<file path="src/rtl/nrd_pkg.sv">
package nrd_pkg;

    typedef enum logic [2:0] {
        ST_IDLE,
        ST_CMD,
        ST_ADDR,
        ST_WB,
        ST_RDY,
        ST_RD_LO,
        ST_RD_HOLD
    } nrd_state_e;

    localparam logic [7:0] OP_READ       = 8'h00;
    localparam logic [7:0] OP_READ_GO    = 8'h30;
    localparam logic [7:0] OP_CACHE_NEXT = 8'h31;
    localparam logic [7:0] OP_CACHE_LAST = 8'h3F;

    typedef struct packed {
        logic       ce_n;
        logic       cle;
        logic       ale;
        logic       we_n;
        logic       re_n;
        logic       oe;
        logic [7:0] dq;
    } nrd_pins_t;

    localparam nrd_pins_t PINS_IDLE = '{ce_n: 1'b1, cle: 1'b0, ale: 1'b0,
                                        we_n: 1'b1, re_n: 1'b1, oe: 1'b0,
                                        dq: 8'h00};

endpackage

</file>
<file path="src/rtl/nrd_sync.sv">
module nrd_sync #(
    parameter int   STAGES  = 2,
    parameter logic RST_VAL = 1'b1
) (
    input  logic clk,
    input  logic rst_n,
    input  logic d,
    output logic q
);
    logic [STAGES-1:0] chain_d, chain_q;

    always_comb begin
        chain_d = {chain_q[STAGES-2:0], d};
    end

    always_ff @(posedge clk or negedge rst_n) begin
        if (!rst_n) chain_q <= {STAGES{RST_VAL}};
        else        chain_q <= chain_d;
    end

    assign q = chain_q[STAGES-1];

    initial begin
        stages_min_chk: assert (STAGES >= 2);
    end
endmodule

</file>
<file path="src/rtl/nrd_range_chk.sv">
module nrd_range_chk #(
    parameter int PAGES_PER_BLK = 64,
    parameter int COL_W         = 13,
    localparam int BLK_W        = $clog2(PAGES_PER_BLK),
    localparam int CNT_W        = BLK_W + 1
) (
    input  logic [BLK_W-1:0] row_ofs,
    input  logic [CNT_W-1:0] cnt,
    input  logic [COL_W-1:0] bytes,
    output logic             ok
);
    localparam logic [CNT_W:0] BLK_LIMIT = (CNT_W+1)'(PAGES_PER_BLK);

    logic [CNT_W:0] end_sum;

    always_comb begin
        end_sum = (CNT_W+1)'(row_ofs) + (CNT_W+1)'(cnt);
        ok      = (cnt != '0) && (bytes != '0) && (end_sum <= BLK_LIMIT);
    end

    initial begin
        blk_pow2_chk: assert ((PAGES_PER_BLK >= 2) && ((1 << BLK_W) == PAGES_PER_BLK));
    end
endmodule

</file>
<file path="src/rtl/nand_cache_rd_seq.sv">
module nand_cache_rd_seq
    import nrd_pkg::*;
#(
    parameter int ROW_W         = 24,
    parameter int COL_W         = 13,
    parameter int PAGES_PER_BLK = 64,
    parameter int COL_CYC       = 2,
    parameter int WB_CYC        = 4,
    localparam int BLK_W        = $clog2(PAGES_PER_BLK),
    localparam int CNT_W        = BLK_W + 1
) (
    input  logic             clk,
    input  logic             rst_n,
    input  logic             start,
    input  logic [ROW_W-1:0] start_row,
    input  logic [CNT_W-1:0] page_cnt,
    input  logic [COL_W-1:0] page_bytes,
    output logic             busy,
    output logic             done,
    output logic             err,
    output logic             out_valid,
    output logic [7:0]       out_data,
    input  logic             out_ready,
    output logic             nand_ce_n,
    output logic             nand_cle,
    output logic             nand_ale,
    output logic             nand_we_n,
    output logic             nand_re_n,
    output logic [7:0]       nand_dq_o,
    output logic             nand_dq_oe,
    input  logic [7:0]       nand_dq_i,
    input  logic             nand_rdy
);
    localparam int ROW_CYC  = (ROW_W + 7) / 8;
    localparam int ROW_PAD  = 8 * ROW_CYC;
    localparam int ADDR_CYC = COL_CYC + ROW_CYC;
    localparam int AIDX_W   = $clog2(ADDR_CYC + 1);
    localparam int WB_W     = $clog2(WB_CYC + 1);

    localparam logic [AIDX_W-1:0] AIDX_LAST = AIDX_W'(ADDR_CYC - 1);
    localparam logic [AIDX_W-1:0] AIDX_ONE  = AIDX_W'(1);
    localparam logic [WB_W-1:0]   WB_LAST   = WB_W'(WB_CYC - 1);
    localparam logic [WB_W-1:0]   WB_ONE    = WB_W'(1);
    localparam logic [COL_W-1:0]  COL_ONE   = COL_W'(1);
    localparam logic [CNT_W-1:0]  CNT_ONE   = CNT_W'(1);
    localparam logic [CNT_W-1:0]  CNT_TWO   = CNT_W'(2);

    typedef struct packed {
        nrd_state_e         st;
        logic               ph;
        logic [7:0]         op;
        logic [AIDX_W-1:0]  aidx;
        logic [ROW_W-1:0]   row;
        logic [CNT_W-1:0]   left;
        logic [COL_W-1:0]   bytes;
        logic [COL_W-1:0]   bidx;
        logic [WB_W-1:0]    wcnt;
        logic [7:0]         data;
        logic               valid;
        logic               done;
        logic               err;
        nrd_pins_t          pins;
    } seq_t;

    seq_t q, n;

    logic rdy_s;
    logic range_ok;

    nrd_sync #(.STAGES(2), .RST_VAL(1'b1)) u_rdy_sync (
        .clk   (clk),
        .rst_n (rst_n),
        .d     (nand_rdy),
        .q     (rdy_s)
    );

    nrd_range_chk #(.PAGES_PER_BLK(PAGES_PER_BLK), .COL_W(COL_W)) u_range (
        .row_ofs (start_row[BLK_W-1:0]),
        .cnt     (page_cnt),
        .bytes   (page_bytes),
        .ok      (range_ok)
    );

    // Pin levels for a given (next) state; registered so every pin is glitch free.
    function automatic nrd_pins_t pin_decode(input nrd_state_e st, input logic ph,
                                             input logic [7:0] op, input logic [7:0] abyte);
        nrd_pins_t p;
        p = PINS_IDLE;
        if (st != ST_IDLE) p.ce_n = 1'b0;
        case (st)
            ST_CMD: begin
                p.cle  = 1'b1;
                p.we_n = ph;
                p.oe   = 1'b1;
                p.dq   = op;
            end
            ST_ADDR: begin
                p.ale  = 1'b1;
                p.we_n = ph;
                p.oe   = 1'b1;
                p.dq   = abyte;
            end
            ST_RD_LO: p.re_n = 1'b0;
            default: ;
        endcase
        return p;
    endfunction

    logic [ROW_PAD-1:0]    row_pad;
    logic [8*ADDR_CYC-1:0] addr_vec;
    logic [7:0]            addr_byte;

    always_comb begin
        n      = q;
        n.done = 1'b0;

        case (q.st)
            ST_IDLE: begin
                if (start) begin
                    if (range_ok) begin
                        n.err   = 1'b0;
                        n.row   = start_row;
                        n.left  = page_cnt;
                        n.bytes = page_bytes;
                        n.op    = OP_READ;
                        n.ph    = 1'b0;
                        n.st    = ST_CMD;
                    end else begin
                        n.err  = 1'b1;
                        n.done = 1'b1;
                    end
                end
            end
            ST_CMD: begin
                if (!q.ph) begin
                    n.ph = 1'b1;
                end else begin
                    n.ph = 1'b0;
                    if (q.op == OP_READ) begin
                        n.st   = ST_ADDR;
                        n.aidx = '0;
                    end else begin
                        n.st   = ST_WB;
                        n.wcnt = '0;
                    end
                end
            end
            ST_ADDR: begin
                if (!q.ph) begin
                    n.ph = 1'b1;
                end else begin
                    n.ph = 1'b0;
                    if (q.aidx == AIDX_LAST) begin
                        n.st = ST_CMD;
                        n.op = OP_READ_GO;
                    end else begin
                        n.aidx = q.aidx + AIDX_ONE;
                    end
                end
            end
            ST_WB: begin
                if (q.wcnt == WB_LAST) n.st = ST_RDY;
                else                   n.wcnt = q.wcnt + WB_ONE;
            end
            ST_RDY: begin
                if (rdy_s) begin
                    if (q.op == OP_READ_GO) begin
                        n.st = ST_CMD;
                        n.ph = 1'b0;
                        n.op = (q.left > CNT_ONE) ? OP_CACHE_NEXT : OP_CACHE_LAST;
                    end else begin
                        n.st   = ST_RD_LO;
                        n.bidx = '0;
                    end
                end
            end
            ST_RD_LO: begin
                n.data  = nand_dq_i;
                n.valid = 1'b1;
                n.st    = ST_RD_HOLD;
            end
            ST_RD_HOLD: begin
                if (out_ready) begin
                    n.valid = 1'b0;
                    if ((q.bidx + COL_ONE) == q.bytes) begin
                        n.left = q.left - CNT_ONE;
                        if (q.left == CNT_ONE) begin
                            n.st   = ST_IDLE;
                            n.done = 1'b1;
                        end else begin
                            n.st = ST_CMD;
                            n.ph = 1'b0;
                            n.op = (q.left > CNT_TWO) ? OP_CACHE_NEXT : OP_CACHE_LAST;
                        end
                    end else begin
                        n.bidx = q.bidx + COL_ONE;
                        n.st   = ST_RD_LO;
                    end
                end
            end
            default: n.st = ST_IDLE;
        endcase

        row_pad   = ROW_PAD'(n.row);
        addr_vec  = {row_pad, {(8*COL_CYC){1'b0}}};
        addr_byte = addr_vec[8*int'(n.aidx) +: 8];
        n.pins    = pin_decode(n.st, n.ph, n.op, addr_byte);
    end

    always_ff @(posedge clk or negedge rst_n) begin
        if (!rst_n) begin
            q       <= '0;
            q.st    <= ST_IDLE;
            q.pins  <= PINS_IDLE;
        end else begin
            q <= n;
        end
    end

    assign busy       = (q.st != ST_IDLE);
    assign done       = q.done;
    assign err        = q.err;
    assign out_valid  = q.valid;
    assign out_data   = q.data;
    assign nand_ce_n  = q.pins.ce_n;
    assign nand_cle   = q.pins.cle;
    assign nand_ale   = q.pins.ale;
    assign nand_we_n  = q.pins.we_n;
    assign nand_re_n  = q.pins.re_n;
    assign nand_dq_o  = q.pins.dq;
    assign nand_dq_oe = q.pins.oe;


    latch_excl_chk: assert property (@(posedge clk) disable iff (!rst_n)
        !(nand_cle && nand_ale));


    strobe_excl_chk: assert property (@(posedge clk) disable iff (!rst_n)
        !(!nand_we_n && !nand_re_n));


    re_ready_chk: assert property (@(posedge clk) disable iff (!rst_n)
        !nand_re_n |-> rdy_s);


    out_hold_chk: assert property (@(posedge clk) disable iff (!rst_n)
        (out_valid && !out_ready) |=> (out_valid && $stable(out_data)));


    re_empty_chk: assert property (@(posedge clk) disable iff (!rst_n)
        !nand_re_n |-> !out_valid);


    reject_chk: assert property (@(posedge clk) disable iff (!rst_n)
        (!busy && start && !range_ok) |=> (!busy && err && done && nand_ce_n));


    done_pulse_chk: assert property (@(posedge clk) disable iff (!rst_n)
        done |=> !done);


    busy_start_chk: assert property (@(posedge clk) disable iff (!rst_n)
        (busy && start) |=> $stable(q.row));

    initial begin
        wb_guard_chk: assert (WB_CYC >= 3);
    end
endmodule

</file>
<file path="config.mk">
export PLATFORM = sky130hd
export DESIGN_NAME = nand_cache_rd_seq
export DESIGN_NICKNAME = d
export VERILOG_FILES = /design/src/rtl/nrd_pkg.sv /design/src/rtl/nrd_sync.sv /design/src/rtl/nrd_range_chk.sv /design/src/rtl/nand_cache_rd_seq.sv
export SDC_FILE = /design/constraint.sdc
export NUM_CORES = 1
export LEC_CHECK = 0
export ABC_AREA = 1
export BUFFER_PORTS_ARGS = -buffer_cell sky130_fd_sc_hd__buf_4
export CAP_MARGIN = 20
export CORE_ASPECT_RATIO = 1.4
export CORE_UTILIZATION = 57
export CTS_BUF_LIST = sky130_fd_sc_hd__clkbuf_16
export DETAILED_ROUTE_END_ITERATION = 10
export GPL_ROUTABILITY_DRIVEN = 0
export PLACE_DENSITY_LB_ADDON = 0.12
export SYNTH_ARGS = -nofsm -noshare
export SYNTH_HDL_FRONTEND = slang
export SYNTH_HIERARCHICAL = 1
export SYNTH_SLANG_ARGS = --single-unit
</file>
<file path="constraint.sdc">
create_clock -name clk -period 2.4 [get_ports clk]
set_input_delay 0.48 -clock clk [delete_from_list [all_inputs] [get_ports clk]]
set_output_delay 0.48 -clock clk [all_outputs]
set_load 0.02 [all_outputs]
</file>
==> metrics.txt, run 1 <==
Final setup viols=60; Reg power frac=about 28%; Seq cells post-synth=102; CP Capture Type=flip-flop; Syn Area/Cell=7.39 µm²; post-synthesis cell area=between 6000 and 7000 µm²; Logic pwr share=a little under three fifths; clk_skew=approximately 0.008 ns; yosys warns=6; Clk pwr share=around 16%; Vias/cell=5.74; Tcrit/Tclk final=116%; overall routing resource usage=32.0%; Crit Reg-Reg Endpoint=nand_dq_o[0]; starting density of the core=58.6%; H-tree depth=3; critical path data required time=~2.6 ns; post-synthesis simple-gate area fraction=between 30% and 40%; Worst-Skew Late Latency=around 0.35 ns; failing checks=setup timing; synth-to-layout area growth=38.6%; Hold Buf Count CTS=0; share of cells above drive strength 1=approximately 35%; initial antenna violation count=0; Final Hold Vio Count=0; CTS tree=yes; internal power=about 0.0056 W; DR iter-0 viols=651; Num CTS Buffers=9; largest family of logic cells by synthesized area=simple AND/OR/NAND/NOR gates; FF-to-FF path depth=18; fin crit period=approximately 2.8 ns; Pins Over Slew Limit=0; Routed WL=between 15 and 20 mm; largest net degree at the start of global routing=39; Seq/Total Area, Yosys=between 40% and 50%; Post-Synth Adder-Cell Area=~3.2%; Die Wd=around 90 µm; Synth Area in Compound Gates=under 10%; max_slew headroom=65.3%; clock buffer depth=2; vias=~6,400; XOR/XNOR share of the synthesized area=0.144%; Die H=124 µm; GRT overflow=0; core area=around 10,000 µm²; RSZ-0062 raised after global routing=yes; CTS sink count=just over 100; Switch Pwr=0.00436 W; Synthesized Nets=897; multiplexer share of the synthesized area=0.493%; Crit path arrival time=just over 3 ns; post-synth cell types=between 40 and 50; PD cells=around 1200 nW/µm²; I/O pin count=83; fmax=358 MHz; run status=finished, violations left; Diodes inserted=0; die area=11,100 µm²; clock transition at the registers of the reported paths=0.07 ns; CP Launch Type=primary input; CTS root buf=clkbuf_16; Finished Core Util=about four fifths; nets=around 1,000; Avg WL per Cell=~17 µm; Pleak=about 4.2 nW; Min-Delay Path Class=in -> async; max-cap check violation count=0; Worst-Margin Slew=0.520 ns; CP Class=in -> reg; Mapped Cells=825; first-pass GRT wire length=between 20 and 30 mm; port bufs=82; number of global-route vias before repair=between 6,000 and 7,000; r2r setup slk=-0.09 ns; DR pass1 iterations=5; CP max FO=5; post-route ant nets=0; post-route setup slack=-0.395 ns; peak supply drop=between 900 and 1000 µV; Net Sw Frac=43.8%; drt drc=0; Critical R2R Launch=q[28]; Site Rows=44; Fin Setup TNS=-7.62 ns; detailed-placement wirelength estimate=12.3 mm
metal layers:
layer  global-route usage (%)  share of wire (%)  vias to the layer above
met2                     57.2                 53                      352
li1                         -                  -                     2947
met5                        0                  0                        -
met1                     35.3                 35                     3024
met4                     17.8                5.4                        0
met3                     4.37                6.5                       90
worst max path at each step:
| stage | start | to | slack (ns) | cells after the start |
|---|---|---|---|---|
| 4_1_cts | start_row[0] | nand_dq_o[1] | -0.29 | 18 |
| 3_3_place_gp | start_row[0] | nand_dq_o[1] | -0.69 | 18 |
| 2_1_floorplan | start_row[0] | nand_dq_o[1] | -0.48 | 18 |
| 6_report | start_row[0] | nand_dq_o[6] | -0.40 | 20 |
| 5_1_grt | start_row[0] | nand_dq_o[3] | -0.57 | 18 |
| 3_5_place_dp | start_row[0] | nand_dq_o[1] | -0.77 | 18 |
cells in the mapped netlist (all sizes together):
cell | instances | share of area (%)
nor3 | 13 | 1.1
nand3b | 7 | 0.86
nand3 | 77 | 6.6
nand4 | 19 | 1.9
o211ai | 3 | 0.37
clkinv | 1 | 0.062
and2 | 2 | 0.21
mux2i | 3 | 0.49
inv | 111 | 6.8
nand2 | 263 | 17
o31ai | 8 | 0.99
buf | 25 | 3.0
or2 | 19 | 2.0
o2111ai | 1 | 0.14
ha | 14 | 2.9
dfrtp | 97 | 40
dfstp | 5 | 2.2
a41oi | 1 | 0.14
nor4 | 3 | 0.41
clkbuf | 8 | 0.49
xnor2 | 1 | 0.14
a211oi | 2 | 0.25
a2111oi | 1 | 0.14
nor2 | 59 | 4.5
o21ai | 63 | 5.4
a21oi | 14 | 1.5
fa | 1 | 0.33
o22ai | 3 | 0.31
a22o | 1 | 0.14
flip-flops by register name, indices dropped and copies added, names as in the netlist:
| register | flops |
|---|---|
| err | 1 |
| u_rdy_sync/chain_q | 2 |
| nand_dq_oe | 1 |
| nand_dq_o | 8 |
| nand_ale | 1 |
| nand_cle | 1 |
| nand_ce_n | 1 |
| done | 1 |
| out_valid | 1 |
| nand_we_n | 1 |
| q | 75 |
| nand_re_n | 1 |
| out_data | 8 |
cell usage in the layout, fill, tap and decap left out, types with 9 or more instances in the layout:
cell         n
nand2_1    225
buf_4      145
dfrtp_1     94
inv_1       92
nand3_1     60
nor2_1      42
nand2_2     33
o21ai_0     23
nand4_1     19
inv_2       18
o21ai_1     18
nand3_2     16
clkbuf_16   13
buf_6       13
or2_4       12
ha_1        12
o21ai_4     11
o21ai_2     11
nor3_1      10
a21oi_1      9
timing repair:
item,CTS,global route
pin swaps,17,46
endpoints found under the setup margin,58,81
hold endpoints to repair,0,0
resized for setup,39,122
setup buffers,5,7
cloned,0,4
stage by stage:
step           total power [W]  hold slack, ns  instances  area, µm²  setup WS (ns)
3_3_place_gp           0.00727           0.348       1089       7380         -0.693
4_1_cts                0.00925           0.121       1110       7880         -0.294
3_5_place_dp           0.00745           0.365       1089       7380         -0.769
2_1_floorplan          0.00588           0.184        825       6200         -0.482
5_1_grt                 0.0106           0.143       1118       8450         -0.574
6_report               0.00995           0.104       1118       8450         -0.395
power groups by stage:
stage	clock network, W	registers [W]	logic (W)
floorplan	0	0.00272	0.00316
CTS	0.00158	0.00276	0.00491
finish	0.00157	0.00281	0.00556
global placement	0	0.00274	0.00452
global route	0.00166	0.00287	0.00605
detailed placement	0	0.00277	0.00467
final cells by class:
class / instances / area (µm²)
multi-input cells: 578 / 3440
repair buffers: 172 / 1510
clock buffers: 9 / 225
inverters: 112 / 444
flip-flops and latches: 102 / 2560
fillers: 639 / 1950
clock inverters: 7 / 92.6
well taps: 138 / 173
worst max-delay path, stage by stage:
cell	delay (ns)
buf_8	0.10
ha_4	0.15
fa_1	0.44
or2_4	0.24
nor2_2	0.07
nand3_1	0.07
nor2_1	0.09
nand2_1	0.07
a21oi_2	0.17
nand2_2	0.10
buf_4	0.14
buf_6	0.11
clkinv_4	0.06
nor2_2	0.05
nor3_1	0.12
inv_1	0.14
nor2_1	0.16
nand2_2	0.10
nand2_2	0.10
o21ai_1	0.07
cells by family (layout without fill, tap and decap cells):
group                    after synthesis  count (layout)
XOR/XNOR                               1               1
adder cells (fa/ha/maj)               15              15
AO/OA/AOI/OAI                         97              97
multiplexers                           3               3
AND/OR/NAND/NOR                      462             462
buffers and inverters                145             300
flip-flops                           102             102
Power figures use the tool's default switching activity.
==> run 2: changes to the inputs <==
--- a/config.mk
+++ b/config.mk
@@ -8,7 +8,7 @@
 export ABC_AREA = 1
 export BUFFER_PORTS_ARGS = -buffer_cell sky130_fd_sc_hd__buf_4
 export CAP_MARGIN = 20
-export CORE_ASPECT_RATIO = 1.4
+export CORE_MARGIN = 10
 export CORE_UTILIZATION = 57
 export CTS_BUF_LIST = sky130_fd_sc_hd__clkbuf_16
 export DETAILED_ROUTE_END_ITERATION = 10
@@ -18,3 +18,4 @@
 export SYNTH_HDL_FRONTEND = slang
 export SYNTH_HIERARCHICAL = 1
 export SYNTH_SLANG_ARGS = --single-unit
+export TNS_END_PERCENT = 1
==> metrics.txt, run 2 (synthesis gave the netlist of run 1 again) <==
port bufs=82 (unchanged); starting density of the core=58.8% (+0.20 points); fmax=355 MHz (-0.90%); drt drc=0 (unchanged); Die Wd=123 µm (+38%); CP Launch Type=primary input; DR pass1 iterations=5 (unchanged); Diodes inserted=0 (unchanged); Die H=123 µm (-0.76%); nets=1,033 (-1.3%); Final Hold Vio Count=0 (unchanged); clock buffer depth=2 (unchanged); synth-to-layout area growth=28.3%; most frequent cells in the layout=236 x nand2_1, 138 x buf_4, 102 x inv_1, 94 x dfrtp_1, 69 x nand3_1; PD cells=1150 nW/µm² (-2.2%); initial antenna violation count=0 (unchanged); hold wc startpoint=nand_rdy; die area=15,200 µm² (+37%); total power=0.00901 W (-9.4%); Site Rows=37 (-16%); CTS tree=yes; Vias/cell=5.36 (-6.5%); commonest non-fill, non-tap cell in the layout=nand2_1; Min-Delay Path Class=in -> reg; first-pass GRT wire length=26.9 mm (-2.0%); Pins Over Slew Limit=0 (unchanged); critical path data required time=2.65 ns (about the same); Worst-Margin Slew=0.680 ns (+0.160 ns); H-tree depth=3 (unchanged); run status=finished, violations left; GRT overflow=0 (unchanged); DR iter-0 viols=488 (-25%); largest net degree at the start of global routing=59 (+51%); max-cap check violation count=0 (unchanged); max reg flops=75 (unchanged); fin crit period=2.82 ns (+0.0254 ns); CTS root buf=clkbuf_16; post-route setup slack=-0.420 ns (-0.0254 ns); CP max FO=12 (+7); Tcrit/Tclk final=118% (+1.1 points); Num CTS Buffers=9 (unchanged); Worst-Skew Late Latency=0.35 ns (about the same); Crit path arrival time=3.07 ns (+0.04 ns); Setup crit start=start_row[0]; number of global-route vias before repair=5,887 (-4.0%); vias=5,908 (-7.9%); share of cells above drive strength 1=28.6% (-6.8 points); CTS sink count=102 (unchanged); Critical R2R Launch=q[29]; failing checks=setup timing; clock transition at the registers of the reported paths=0.07 ns (about the same); core area=10,400 µm² (-0.34%); Routed WL=16.6 mm (-10%); Avg WL per Cell=15.1 µm (-8.7%); Finished Core Util=75.4% (-5.8 points); post-route ant nets=0 (unchanged); overall routing resource usage=21.9% (-10 points); detailed-placement wirelength estimate=12.3 mm (-0.12%); CP Capture Type=flip-flop; register ranked first by flip-flop count=q; Final setup viols=63 (+5.0%); Pleak=3.99 nW (-5.5%); I/O pin count=83 (unchanged); RSZ-0062 raised after global routing=yes; CP Class=in -> reg; Filler Cells Inserted=787 (+23%); max_slew headroom=54.5% (-11 points); peak supply drop=917 µV (-4.3%); clk_skew=0.00826 ns (+0.000105 ns)
run 2: changes by cell type in the layout (fill, tap and decap cells not counted), sizes merged:
cell / change
clkinv: +3
bufinv: -2
dlygate4sd3: +1
clkinvlp: -1
buf: -12
clkbuf: -3
run 2: area by class of cell:
class	count	area, µm²	area share (%)
clock buffer	9	225	2.88
clock inverter	7	40.0	0.512
inverter	112	425	5.44
multi-input combinational	578	3070	39.2
sequential	102	2560	32.8
tap	136	170	2.17
timing repair buffer	158	1330	17.0
run 2: what timing repair did:
item / 4_1_cts / 5_1_grt
hold endpoints to repair: 16 / 0
gates resized for setup: 54 / 25
endpoints found under the setup margin: 59 / 82
setup buffers: 7 / 4
pin swaps: 11 / 11
cloned: 0 / 1
hold buffers: 1 / 0
run 2: final timing paths:
check	to	slack [ns]	cells after the start
min in group asynchronous	q[28]	0.54	2
setup reg to reg	nand_dq_o[0]	0	17
setup / recovery	nand_dq_o[1]	-0.42	18
max in group asynchronous	u_rdy_sync/chain_q[0]	1.20	3
hold / removal	u_rdy_sync/chain_q[0]	0.23	1
hold reg to reg	u_rdy_sync/chain_q[1]	0.36	0
run 2: through the flow:
step	hold WS (ns)	setup WS (ns)	instances	cell area, µm²	setup TNS, ns
floorplan	0.184	-0.491	825	6120	-14.82
global placement	0.347	-0.706	1073	7190	-30.00
detailed placement	0.348	-0.779	1073	7190	-35.33
CTS	0.224	-0.353	1097	7690	-7.27
global route	0.218	-0.599	1102	7820	-20.53
finish	0.232	-0.420	1102	7820	-9.55
run 2: power by group:
group / leakage, nW / internal [W] / switching, W
sequential: 1.28 / 0.00239 / 0.000382
combinational: 2.57 / 0.00197 / 0.00293
clock: 0.139 / 0.000698 / 0.000647
total: 3.99 / 0.00505 / 0.00395
run 2: metal layers:
metal / global-route usage, % / up-vias / part of all wire (%)
met4: 8.66 / 0 / 2.6
li1: - / 2913 / -
met5: 0 / - / 0
met1: 24.4 / 2773 / 39
met2: 38.9 / 185 / 51
met3: 5.88 / 37 / 6.6
run 2: critical path, stage by stage:
cell      delay (ns)
buf_8           0.10
ha_4            0.15
fa_1            0.43
or2_4           0.23
nor2_2          0.08
nand3_1         0.06
nor2_1          0.11
nand2_1         0.07
a21oi_2         0.16
nand2_2         0.10
nor2_4          0.17
buf_12          0.16
mux2i_1         0.18
inv_1           0.09
o211ai_1        0.25
nand2_1         0.11
nand3_1         0.07
nand2_1         0.05
==> run 3: changes to the inputs <==
--- a/config.mk
+++ b/config.mk
@@ -8,9 +8,9 @@
 export ABC_AREA = 1
 export BUFFER_PORTS_ARGS = -buffer_cell sky130_fd_sc_hd__buf_4
 export CAP_MARGIN = 20
+export CORE_ASPECT_RATIO = 1.25
 export CORE_MARGIN = 10
 export CORE_UTILIZATION = 57
-export CTS_BUF_LIST = sky130_fd_sc_hd__clkbuf_16
 export DETAILED_ROUTE_END_ITERATION = 10
 export GPL_ROUTABILITY_DRIVEN = 0
 export PLACE_DENSITY_LB_ADDON = 0.12
==> metrics.txt, run 3 (synthesis gave the netlist of run 1 again) <==
nets=1,035 (+0.19%); vias=6,023 (+1.9%); Crit path arrival time=3.02 ns (-0.05 ns); FF-to-FF path depth=18 (+1); worst path cell trace=buf_8, ha_4, fa_1, or2_4, nor2_2, nand3_1, nor2_1, nand2_1, a21oi_2, nand2_2, nor2_4, inv_4, buf_12, buf_6, nand2_2, nand2_2, nand4_1, nand2_1, nand3_2, o21ai_2; Final setup viols=51 (-19%); Num CTS Buffers=9 (unchanged); starting density of the core=58.0% (-0.78 points); post-route ant nets=0 (unchanged); Filler Cells Inserted=803 (+2.0%); max_slew headroom=54.4% (-0.12 points); Site Rows=42 (+14%); H-tree depth=3 (unchanged); Die H=136 µm (+9.9%); port bufs=82 (unchanged); Worst-Margin Slew=0.681 ns (+0.00174 ns); CP Class=in -> reg; Min-Delay Path Class=in -> async; Reg area=2560 µm² (-0.15%); post-route setup slack=-0.380 ns (+0.0402 ns); GRT overflow=0 (unchanged); slowest CP cell=fa_1; failing checks=setup timing; CP Depth=20 (+2); register ranked first by flip-flop count=q; drt drc=0 (unchanged); core area=10,500 µm² (+1.4%); Die Wd=113 µm (-8.8%); total power=0.00934 W (+3.6%); Critical Path End=nand_dq_o[5]; run status=finished, violations left; fmax=360 MHz (+1.4%); CTS tree=yes; overall routing resource usage=22.3% (+0.43 points); Tcrit/Tclk final=116% (-1.7 points); critical path data required time=2.64 ns (about the same); max-cap check violation count=0 (unchanged); fin crit period=2.78 ns (-0.0402 ns); CTS sink count=102 (unchanged); clk_skew=0.0112 ns (+0.00295 ns); CP Launch Type=primary input; most frequent cells in the layout=236 x nand2_1, 143 x buf_4, 101 x inv_1, 97 x dfrtp_1, 68 x nand3_1; clock transition at the registers of the reported paths=0.08 ns (about the same); max reg flops=75 (unchanged); commonest non-fill, non-tap cell in the layout=nand2_1; Crit path largest cell delay=0.43 ns (about the same); CP max FO=13 (+1); I/O pin count=83 (unchanged); Crit Reg-Reg Endpoint=nand_dq_o[0]; Final Non-Filler Cells=1,100 (-0.18%); most used cell, CP=nand2_2; number of global-route vias before repair=6,169 (+4.8%); Vias/cell=5.48 (+2.1%); Avg WL per Cell=15.6 µm (+3.2%); Buf/Inv on CP=4 (+1); CP delay by family, top=simple AND/OR/NAND/NOR gates; clock buffer depth=2 (unchanged); largest net degree at the start of global routing=55 (-6.8%); synth-to-layout area growth=29.5%; area of the multi-input gates=3080 µm² (+0.29%); peak supply drop=781 µV (-15%); r2r setup slk=-0.08 ns (-0.08 ns); PD cells=1180 nW/µm² (+2.7%); CTS root buf=clkbuf_16; Routed WL=17.1 mm (+3.1%); Setup crit start=start_row[0]; detailed-placement wirelength estimate=12.7 mm (+3.6%); share of cells above drive strength 1=28.8% (+0.25 points); Critical R2R Launch=q[28]; DR iter-0 viols=341 (-30%); first-pass GRT wire length=28.3 mm (+5.1%); Inst Count DP=1,074 (+0.093%); Diodes inserted=0 (unchanged); Worst-Skew Late Latency=0.35 ns (about the same); Pins Over Slew Limit=0 (unchanged); DR pass1 iterations=6 (+1); Pleak=4.04 nW (+1.4%); die area=15,300 µm² (+0.17%); RSZ-0062 raised after global routing=yes; CP Capture Type=flip-flop; hold_ws=0.0199 ns (-0.212 ns); Final Hold Vio Count=0 (unchanged); initial antenna violation count=0 (unchanged)
==> run 3: cell types whose count changed in the layout (fill, tap and decap cells not counted), moves of 2 or more <==
cell and delta:
buf_4 +5, dfrtp_2 -3, o21ai_1 -6, bufinv_16 +2
dfrtp_1 +3, o21ai_0 +3, nor2_2 -4, nor2_1 +3
o21ai_2 +4, buf_12 -2, clkinv_2 -4
==> run 3: what timing repair did <==
action	4_1_cts	5_1_grt
gates resized for setup	49	24
gates cloned	2	0
pin swaps	14	4
setup buffers	7	1
hold buffers	0	0
endpoints found under the setup margin	48	81
==> run 3: layout make-up <==
class / count / area share [%]
clock inverter: 7 / 1.44
inverter: 112 / 5.42
multi-input combinational: 578 / 39.0
clock buffer: 9 / 2.85
tap: 132 / 2.09
timing repair buffer: 160 / 16.8
sequential: 102 / 32.4
==> run 3: per-layer routing <==
| layer | GRT usage [%] | share of wire, % | up-vias |
|---|---|---|---|
| met1 | 23.5 | 37 | 2846 |
| li1 | - | - | 2917 |
| met5 | 0 | 0 | - |
| met2 | 41.8 | 54 | 209 |
| met3 | 3.68 | 5.1 | 51 |
| met4 | 10.9 | 4.1 | 0 |
==> run 3: metrics by stage <==
step / setup TNS (ns) / utilization (%) / instance area (µm²) / setup WS (ns)
after floorplan: -14.82 / - / 6120 / -0.491
after global placement: -27.50 / 68.9 / 7240 / -0.743
final: -8.26 / 75.1 / 7890 / -0.380
after CTS: -6.52 / 74.2 / 7800 / -0.349
after detailed placement: -30.89 / 68.9 / 7240 / -0.775
after global routing: -20.32 / 75.1 / 7890 / -0.556
==> run 3: how the worst min path moves through the flow <==
stage               slack [ns]                    end                  start  cells after the start
floorplan                 0.18                   done                  rst_n                      0
global placement          0.35  u_rdy_sync/chain_q[1]  u_rdy_sync/chain_q[0]                      0
detailed placement        0.35  u_rdy_sync/chain_q[1]  u_rdy_sync/chain_q[0]                      0
CTS                       0.03                  q[42]                  rst_n                      1
global route              0.03                  q[30]                  rst_n                      1
finish                    0.02                  q[42]                  rst_n                      1
==> run 3: where the power goes <==
part	switching, W	total, W	internal (W)
combinational	0.00296	0.00491	0.00195
sequential	0.000392	0.00278	0.00238
clock	0.000703	0.00164	0.000942
total	0.00406	0.00934	0.00528
